--- config.mk ---
export PLATFORM = sky130hd
export DESIGN_NAME = prefix_extender
export DESIGN_NICKNAME = d
export VERILOG_FILES = /design/src/rtl/prefix_ext_pkg.sv /design/src/rtl/prefix_classify.sv /design/src/rtl/prefix_hold.sv /design/src/rtl/operand_widen.sv /design/src/rtl/prefix_extender.sv
export SDC_FILE = /design/constraint.sdc
export NUM_CORES = 1
export LEC_CHECK = 0
export BUFFER_PORTS_ARGS = -buffer_cell sky130_fd_sc_hd__buf_4
export CAP_MARGIN = 10
export CORE_AREA = 2 2 50 52
export CTS_CLUSTER_SIZE = 14
export DETAILED_ROUTE_END_ITERATION = 16
export DIE_AREA = 0 0 52 54
export GPL_TIMING_DRIVEN = 0
export PLACE_DENSITY = 0.73
export SETUP_SLACK_MARGIN = 0.05
export SYNTH_ARGS = -nofsm -noshare
export SYNTH_HDL_FRONTEND = slang
export SYNTH_SLANG_ARGS = --single-unit
export TNS_END_PERCENT = 30
--- constraint.sdc ---
create_clock -name clk -period 1.7 [get_ports clk]
set_input_delay 0.17 -clock clk [delete_from_list [all_inputs] [get_ports clk]]
set_output_delay 0.17 -clock clk [all_outputs]
set_load 0.01 [all_outputs]
--- src/rtl/prefix_ext_pkg.sv ---
package prefix_ext_pkg;

    localparam int REG_W   = 7;
    localparam int CREG_W  = 3;
    localparam int BANK_W  = 2;
    localparam int FULL_W  = 5;
    localparam int NUM_OPS = 3;
    localparam int MODE_W  = 5;
    localparam int BANKS_W = NUM_OPS * BANK_W;
    localparam int PAY_W   = BANKS_W + MODE_W;
    localparam int PAD_W   = REG_W - BANK_W - CREG_W;

    localparam logic [2:0]        PFX_TOP      = 3'b100;
    localparam logic [1:0]        PFX_LOW      = 2'b00;
    localparam logic [1:0]        LONG_LOW     = 2'b11;
    localparam logic [BANK_W-1:0] DEFAULT_BANK = 2'b01;

    typedef enum logic [1:0] {
        PK_NONE,
        PK_PREFIX,
        PK_SHORT,
        PK_LONG
    } parcel_kind_e;

    typedef struct packed {
        logic [MODE_W-1:0]  mode;
        logic [BANKS_W-1:0] banks;
    } prefix_state_t;

    function automatic parcel_kind_e classify(input logic v, input logic [15:0] p);
        if (!v)
            return PK_NONE;
        if (p[1:0] == LONG_LOW)
            return PK_LONG;
        if (p[15:13] == PFX_TOP && p[1:0] == PFX_LOW)
            return PK_PREFIX;
        return PK_SHORT;
    endfunction

    function automatic logic [REG_W-1:0] widen_short(input logic [BANK_W-1:0] b,
                                                     input logic [CREG_W-1:0] c,
                                                     input logic use_bank);
        if (use_bank)
            return {b, c, {PAD_W{1'b0}}};
        return {{PAD_W{1'b0}}, DEFAULT_BANK, c};
    endfunction

    function automatic logic [REG_W-1:0] zext_full(input logic [FULL_W-1:0] f);
        return {{(REG_W-FULL_W){1'b0}}, f};
    endfunction

endpackage

--- src/rtl/prefix_classify.sv ---
module prefix_classify
    import prefix_ext_pkg::*;
(
    input  logic         valid,
    input  logic [15:0]  parcel_lo,
    output parcel_kind_e kind
);
    always_comb kind = classify(valid, parcel_lo);
endmodule

--- src/rtl/prefix_hold.sv ---
module prefix_hold
    import prefix_ext_pkg::*;
(
    input  logic               clk,
    input  logic               rst,
    input  parcel_kind_e       kind,
    input  logic [PAY_W-1:0]   payload,
    output logic               pending,
    output prefix_state_t      state,
    output logic               illegal
);
    always_ff @(posedge clk) begin
        if (rst) begin
            pending <= 1'b0;
            state   <= '0;
        end else begin
            case (kind)
                PK_PREFIX: begin
                    if (!pending) begin
                        pending <= 1'b1;
                        state   <= prefix_state_t'(payload);
                    end
                end
                PK_SHORT, PK_LONG: pending <= 1'b0;
                default: ;
            endcase
        end
    end

    assign illegal = (kind == PK_PREFIX) && pending;

    // a fresh prefix arms the state
    a_r4_prefix_arms: assert property (@(posedge clk) disable iff (rst)
        (kind == PK_PREFIX && !pending) |=> pending);

    // the instruction after the prefix consumes it
    a_r5_consume_clears: assert property (@(posedge clk) disable iff (rst)
        (kind == PK_SHORT || kind == PK_LONG) |=> !pending);

    // idle cycles keep the pending state
    a_r5_idle_holds: assert property (@(posedge clk) disable iff (rst)
        (kind == PK_NONE) |=> $stable(pending) && $stable(state));

    // no stacking of prefixes
    a_r6_no_stack: assert property (@(posedge clk) disable iff (rst)
        (kind == PK_PREFIX && pending) |=> pending && $stable(state));
endmodule

--- src/rtl/operand_widen.sv ---
module operand_widen
    import prefix_ext_pkg::*;
#(
    parameter int OPS = NUM_OPS
) (
    input  parcel_kind_e                 kind,
    input  logic                         use_bank,
    input  logic [OPS*BANK_W-1:0]        banks,
    input  logic [OPS-1:0][CREG_W-1:0]   creg,
    input  logic [OPS-1:0][FULL_W-1:0]   wide,
    output logic [OPS-1:0][REG_W-1:0]    idx
);
    for (genvar i = 0; i < OPS; i++) begin : g_op
        always_comb begin
            if (kind == PK_LONG)
                idx[i] = zext_full(wide[i]);
            else
                idx[i] = widen_short(banks[i*BANK_W +: BANK_W], creg[i], use_bank);
        end
    end
endmodule

--- src/rtl/prefix_extender.sv ---
module prefix_extender
    import prefix_ext_pkg::*;
(
    input  logic              clk,
    input  logic              rst,
    input  logic              in_valid,
    input  logic [31:0]       in_parcel,
    output logic              out_valid,
    output logic              out_prefixed,
    output logic              out_illegal,
    output logic [MODE_W-1:0] out_mode,
    output logic [REG_W-1:0]  out_rd,
    output logic [REG_W-1:0]  out_rs1,
    output logic [REG_W-1:0]  out_rs2
);
    parcel_kind_e                    kind;
    logic                            pending;
    prefix_state_t                   state;
    logic [NUM_OPS-1:0][CREG_W-1:0]  creg;
    logic [NUM_OPS-1:0][FULL_W-1:0]  wide;
    logic [NUM_OPS-1:0][REG_W-1:0]   idx;
    logic                            unused_hi;

    assign unused_hi = ^in_parcel[31:25];

    prefix_classify u_cls (
        .valid     (in_valid),
        .parcel_lo (in_parcel[15:0]),
        .kind      (kind)
    );

    prefix_hold u_hold (
        .clk     (clk),
        .rst     (rst),
        .kind    (kind),
        .payload (in_parcel[PAY_W+1:2]),
        .pending (pending),
        .state   (state),
        .illegal (out_illegal)
    );

    // operand order: 0 = rd, 1 = rs1, 2 = rs2
    assign creg[0] = in_parcel[9:7];
    assign creg[1] = in_parcel[9:7];
    assign creg[2] = in_parcel[4:2];
    assign wide[0] = in_parcel[11:7];
    assign wide[1] = in_parcel[19:15];
    assign wide[2] = in_parcel[24:20];

    operand_widen #(.OPS(NUM_OPS)) u_widen (
        .kind     (kind),
        .use_bank (pending),
        .banks    (state.banks),
        .creg     (creg),
        .wide     (wide),
        .idx      (idx)
    );

    assign out_valid    = (kind == PK_SHORT) || (kind == PK_LONG);
    assign out_prefixed = out_valid && pending;
    assign out_mode     = out_prefixed ? state.mode : '0;
    assign out_rd       = idx[0];
    assign out_rs1      = idx[1];
    assign out_rs2      = idx[2];

    // a prefix is never presented as an instruction
    a_r2_prefix_hidden: assert property (@(posedge clk) disable iff (rst)
        (kind == PK_PREFIX) |-> !out_valid);

    // illegal only when a prefix is already pending
    a_r6_illegal_pending: assert property (@(posedge clk) disable iff (rst)
        out_illegal |-> (pending && !out_valid));

    // mode is quiet for unprefixed instructions
    a_r9_mode_quiet: assert property (@(posedge clk) disable iff (rst)
        (out_valid && !out_prefixed) |-> (out_mode == '0));
endmodule

### After elaboration in Yosys (flattened, before gate mapping)

Index checks and enable logic that the tools add are counted.

| word-level totals | value |
|---|---|
| bits in registers | 12 |
| memory bits (writable) | 0 |
| bits in read-only memories | 0 |
| memories kept | 0 |
| logic and storage cells | 41 |
| input port bits | 35 |
| latch bits | 0 |
| output and inout port bits | 29 |

| cells by class | value |
|---|---|
| $add $sub $neg | 0 |
| magnitude comparators | 0 |
| bitwise logic cells | 1 |
| eq/ne operators | 5 |
| shifts and indexed selects | 0 |
| mux-type cells | 24 |
| reductions and logical operators | 8 |
| divide/modulo/power cells | 0 |
| multiply operators | 0 |

Operators with widths:

| kind | count |
|---|---|
| $mux 7 | 9 |
| $mux 2 | 6 |
| $mux 1 | 7 |
| $eq 2x2->1 const B | 3 |
| $mux 5 | 1 |
| $eq 3x3->1 const B | 1 |
| $logic_and 1x1->1 | 3 |
| $eq 2x1->1 const B | 1 |
| $logic_not 2->1 | 1 |
| $pmux 1 s2 | 1 |
| $reduce_and 2->1 | 1 |
| $reduce_bool 2->1 | 1 |
| $reduce_or 2->1 | 1 |
| $logic_or 1x1->1 | 1 |
| $not 1->1 | 1 |

### Longest topological paths before layout

| logic depth | value |
|---|---|
| word-level depth | 12 |
| depth in mapped cells | 4 |
| gate-level depth less buffers | 3 |

### Cells and area by module

A second synthesis with hierarchy kept.

| second synthesis, totals | value |
|---|---|
| cell total of the unflattened synthesis | 120 |
| area total of the unflattened synthesis | 991.0 sq um |

Modules (own cells, without submodules):

| module | sequential area each (sq um) | cells an instance | area each (sq um) | instances |
|---|---|---|---|---|
| prefix_hold | 240.2 | 52 | 544.3 | 1 |
| operand_widen | 0.0 | 55 | 357.8 | 1 |
| prefix_classify | 0.0 | 6 | 46.3 | 1 |
| prefix_extender | 0.0 | 7 | 42.5 | 1 |

### Worst setup path after synthesis

Ideal clock, no wire load.

| timing | value |
|---|---|
| kind | input port to flip-flop |
| from | in in_parcel[1] |
| to | reg, netlist name u_hold.state[0] |
| stages on the path | 4 |
| library setup time | 0.072 ns |
| slack | 0.443 ns |
| data required time | 1.628 ns |
| buffers on the path | 1 |
| arrival time | 1.186 ns |
| cell sequence | or3_4 > nor4_4 > buf_6 > mux2i_1 |

| on the way | value |
|---|---|
| longest elaborated chain between the ends | 10 |
| elaborated cells on any way between the ends | 15 |
| classes of those cells | eq/ne (2); mux (10); reduce/logical (3) |

RTL lines:

| what | RTL line | RTL |
|---|---|---|
| start, declared | prefix_extender.sv:7 | `input logic [31:0] in_parcel,` |
| $logic_not 2->1 | prefix_ext_pkg.sv:35 | `if (p[15:13] == PFX_TOP && p[1:0] == PFX_LOW)` |
| $logic_and 1x1->1 | prefix_ext_pkg.sv:35 |  |
| $mux 1 (2 in series) | prefix_ext_pkg.sv:35 |  |
| $mux 1 | prefix_ext_pkg.sv:33 | `if (p[1:0] == LONG_LOW)` |
| $mux 2 | prefix_ext_pkg.sv:37 | `return PK_SHORT;` |
| $mux 2 (*) | prefix_ext_pkg.sv:35 |  |
| $mux 2 (*) | prefix_ext_pkg.sv:33 |  |
| $eq 2x1->1 (*) | prefix_hold.sv:17 | `case (kind)` |
| $reduce_and 2->1 (no line) (*) | - |  |

Mark *: on every way between the ends. The rest lies on a longest branch, timed or not. The select of a mux whose other input is x is not followed.
A chain may end at the register's enable or synchronous reset.

### Worst setup path after layout

| timing | value |
|---|---|
| from | in in_parcel[1] |
| to | out out_mode[0] |

| on the way | value |
|---|---|
| longest elaborated chain between the ends | 12 |
| elaborated cells on any way between the ends | 18 |
| classes of those cells | eq/ne (3); mux (11); reduce/logical (4) |

RTL lines:

| what | RTL line | RTL |
|---|---|---|
| $logic_not 2->1 | prefix_ext_pkg.sv:35 |  |
| $logic_and 1x1->1 | prefix_ext_pkg.sv:35 |  |
| $mux 1 (2 in series) | prefix_ext_pkg.sv:35 |  |
| $mux 1 | prefix_ext_pkg.sv:33 |  |
| $mux 2 | prefix_ext_pkg.sv:37 |  |
| $mux 2 (*) | prefix_ext_pkg.sv:35 |  |
| $mux 2 (*) | prefix_ext_pkg.sv:33 |  |
| $eq 2x2->1 | prefix_extender.sv:59 | `assign out_valid = (kind == PK_SHORT) \|\| (kind == PK_LONG);` |
| $logic_or 1x1->1 (*) | prefix_extender.sv:59 |  |
| $logic_and 1x1->1 (*) | prefix_extender.sv:60 | `assign out_prefixed = out_valid && pending;` |
| $mux 5 (*) | prefix_extender.sv:61 | `assign out_mode = out_prefixed ? state.mode : '0;` |
| end, declared | prefix_extender.sv:11 | `output logic [MODE_W-1:0] out_mode,` |

Marks and branches as above.

==> summary.md <==
| Metric | Value |
|---|---|
| Root buffer selected by CTS | `clkbuf_4` |
| H-tree levels | `1` |
| Required time worst endpoint | `1.53 ns` |
| Final Net Count | `200` |
| Die H | `54 um` |
| GR Overflow Total | `0` |
| RSZ-0062 raised after global routing | `no` |
| Maximum vdd ir drop | `0.000313 V` |
| Worst r2r src | `u_hold.pending$_SDFFE_PP0P_` |
| Cell Area, Placed | `1320 um2` |
| Relative slew slack | `0.718` |
| Initial Util | `0.371` |
| Worst R2R End | `u_hold.state[0]$_SDFFE_PP0P_` |
| CTS max path bufs | `2` |
| Clock Skews | `0.00345 ns` |
| Floorplan core area | `2320 um2` |
| Vias per cell | `5.03` |
| Hold EP | `u_hold.state[4]$_SDFFE_PP0P_` |
| Total CTS buffers | `3` |
| Fin area | `1360 um2` |
| Synthesized instance count | `104` |
| Hold path start | `in_parcel[6]` |
| LEAKAGE | `0.642 nW` |
| CTS tree | `done` |
| Most frequent cells after synthesis | `nand2b_1, mux2i_1, dfxtp_1, nand2_1, and3_1` |
| WP buf/inv | `2` |
| Diodes inserted | `0` |
| Count of buffers from port buffering | `56` |
| Detail Placement HPWL | `1.99 mm` |
| Final setup fails | `0` |
| DR pass1 iterations | `4` |
| Setup TNS Final | `0 ns` |
| Fmax | `659 MHz` |
| Synth warn | `0` |
| Final WL | `2.63 mm` |
| Critical Path End Type | `primary output` |
| CP max stage cell | `or3_4` |
| Sequential-to-total area share from yosys stat | `0.279` |
| Antenna violations before repair | `0` |
| Clock sink count | `12` |
| Synth top area cells | `dfxtp_1, nand2b_1, mux2i_1` |
| Max_cap viols | `0` |
| Fin crit period | `1.52 ns` |
| CTS Hold Buffers Added | `0` |
| Vias in the first global route | `865` |
| Post-synth ARST share | `0` |
| First-pass GRT wire length | `3.90 mm` |
| Cell variety after synth | `21` |
| Delay-heaviest family, CP | `simple AND/OR/NAND/NOR gates` |
| Io pins | `64` |
| Worst Path Class, Setup | `in2out` |
| Final-report max-slew violation count | `0` |
| DRC viols | `0` |
| CP peak stage delay | `0.40 ns` |
| Status | `completed` |
| Num rows | `18` |
| Reg clk slew, reported paths | `0.08 ns` |
| Avg Inst Size Synth | `8.28 um2` |
| Antenna viol nets, final | `0` |
| Slew @ Worst Pin | `0.423 ns` |
| Pwr dens | `531 nW/um2` |
| Die Width | `52 um` |
| Fin crit share | `0.892` |
| Hold Fails Final Rpt | `0` |
| Peak fanout along the critical path | `8` |
| Post-synth top flop | `dfxtp_1` |
| Worst Hold Class | `in2reg` |
| Top-area cell type share of the netlist area | `0.279` |
| Area delta synth->final | `58.1%` |
| Startpoint types | `primary input` |
| Die Area | `2810 um2` |
| Starting DRT DRC Count | `6` |
| Clk Latency, worst-skew pair | `0.28 ns` |
| Vias | `975` |
| Placer Congestion | `0.761` |
| Worst-path cell chain | `buf_4 > or3_4 > o21a_1 > and3_1 > buf_4` |
| Arrival @ worst endpoint | `1.35 ns` |
| WL/cell | `13.6 um` |
| Share of layout cells above drive strength 1 | `0.415` |
| Post-synth EDFFs | `0` |
| CP dominant cell by count | `buf_4` |
| Synth area leader | `dfxtp_1` |
| Most numerous cell in the Yosys netlist | `nand2b_1` |
| Overall fraction of global-route tracks in use | `0.191` |
| R2R Setup Slk | `0.52 ns` |
| Pin count of the biggest net entering global routing | `11` |
| Cells on worst reg2reg path | `3` |
| Post-synthesis net count | `139` |
| Post-synthesis cell area | `861 um2` |
| Synthesized flop and latch total | `12` |
| Worst hold path cell count | `3` |
worst max path at each step:
stage	to	slack, ns	startpoint	depth (start not counted)
final	out_mode[0]	0.18	in_parcel[1]	5
after global routing	out_rs2[2]	0.13	u_hold.pending$_SDFFE_PP0P_	4
after CTS	out_illegal	0.04	u_hold.pending$_SDFFE_PP0P_	4
after detailed placement	out_mode[0]	0.20	in_parcel[1]	5
after global placement	out_mode[0]	0.19	in_parcel[1]	5
after floorplan	u_hold.state[0]$_SDFFE_PP0P_	0.44	in_parcel[1]	4
state kept, by name, summed over array words and instances, names as in the netlist:
| signal | cells |
|---|---|
| u_hold.state | 11 |
| u_hold.pending | 1 |
timing repair:
action                                  in CTS  in global routing
pin swaps                                    0                  0
resized for setup                            1                  5
endpoints found under the setup margin       3                 12
buffers inserted                             0                  0
worst min-delay path: cells and delay by family:
kind	cells	cell delay (ns)
muxes	1	0.06
buffers and inverters	1	0.11
and+or+nand+nor	1	0.06
cell type report:
cell class,count,area [um2]
Sequential cell,12,241
Buffer,7,38.8
Clock buffer,4,36.3
Inverter,1,3.75
Multi-Input combinational cell,84,583
Timing Repair Buffer,56,420
Tap cell,30,37.5
Fill cell,203,958
power breakdown:
group	total [mW]	switching, mW	leakage [nW]	internal [mW]
Clock	0.234	0.103	0.0210	0.130
Sequential	0.287	0.00283	0.0973	0.284
Combinational	0.203	0.0898	0.524	0.113
Total	0.723	0.196	0.642	0.527
routing by layer:
metal / wire length (um) / vias up / track usage
met3: 251 / 5 / 0.0333
met5: 0 / - / 0
met1: 1110 / 442 / 0.235
met2: 1230 / 50 / 0.323
li1: - / 478 / -
met4: 40 / 0 / 0.0877
logic make-up after synthesis:
logic type | synth area share
AO/OA/AOI/OAI | 0.0814
flip-flops | 0.279
multiplexers | 0.164
buffers and inverters | 0.0436
AND/OR/NAND/NOR | 0.432
placed cells by master, fill, tap and decap left out, types with 2 or more instances in the layout:
cell type	instances
o21ai_0	2
and2_1	4
o22a_1	3
clkbuf_4	4
a22o_1	3
nand3b_1	4
clkbuf_1	4
mux2i_1	13
dfxtp_1	11
nor3_1	2
and3_1	11
buf_4	56
nand2b_1	23
nand2_1	12
through the flow:
step           cells  total power, mW   util  hold slack (ns)  worst slack [ns]
5_1_grt          194            0.766  0.587            0.149             0.125
3_3_place_gp     190            0.491  0.569            0.440             0.193
3_5_place_dp     190            0.495  0.569            0.455             0.197
6_report         194            0.723  0.587            0.157             0.183
2_1_floorplan    104            0.379      -            0.325             0.443
4_1_cts          194            0.726  0.585            0.158            0.0434
(Power assumes the default switching activity.)
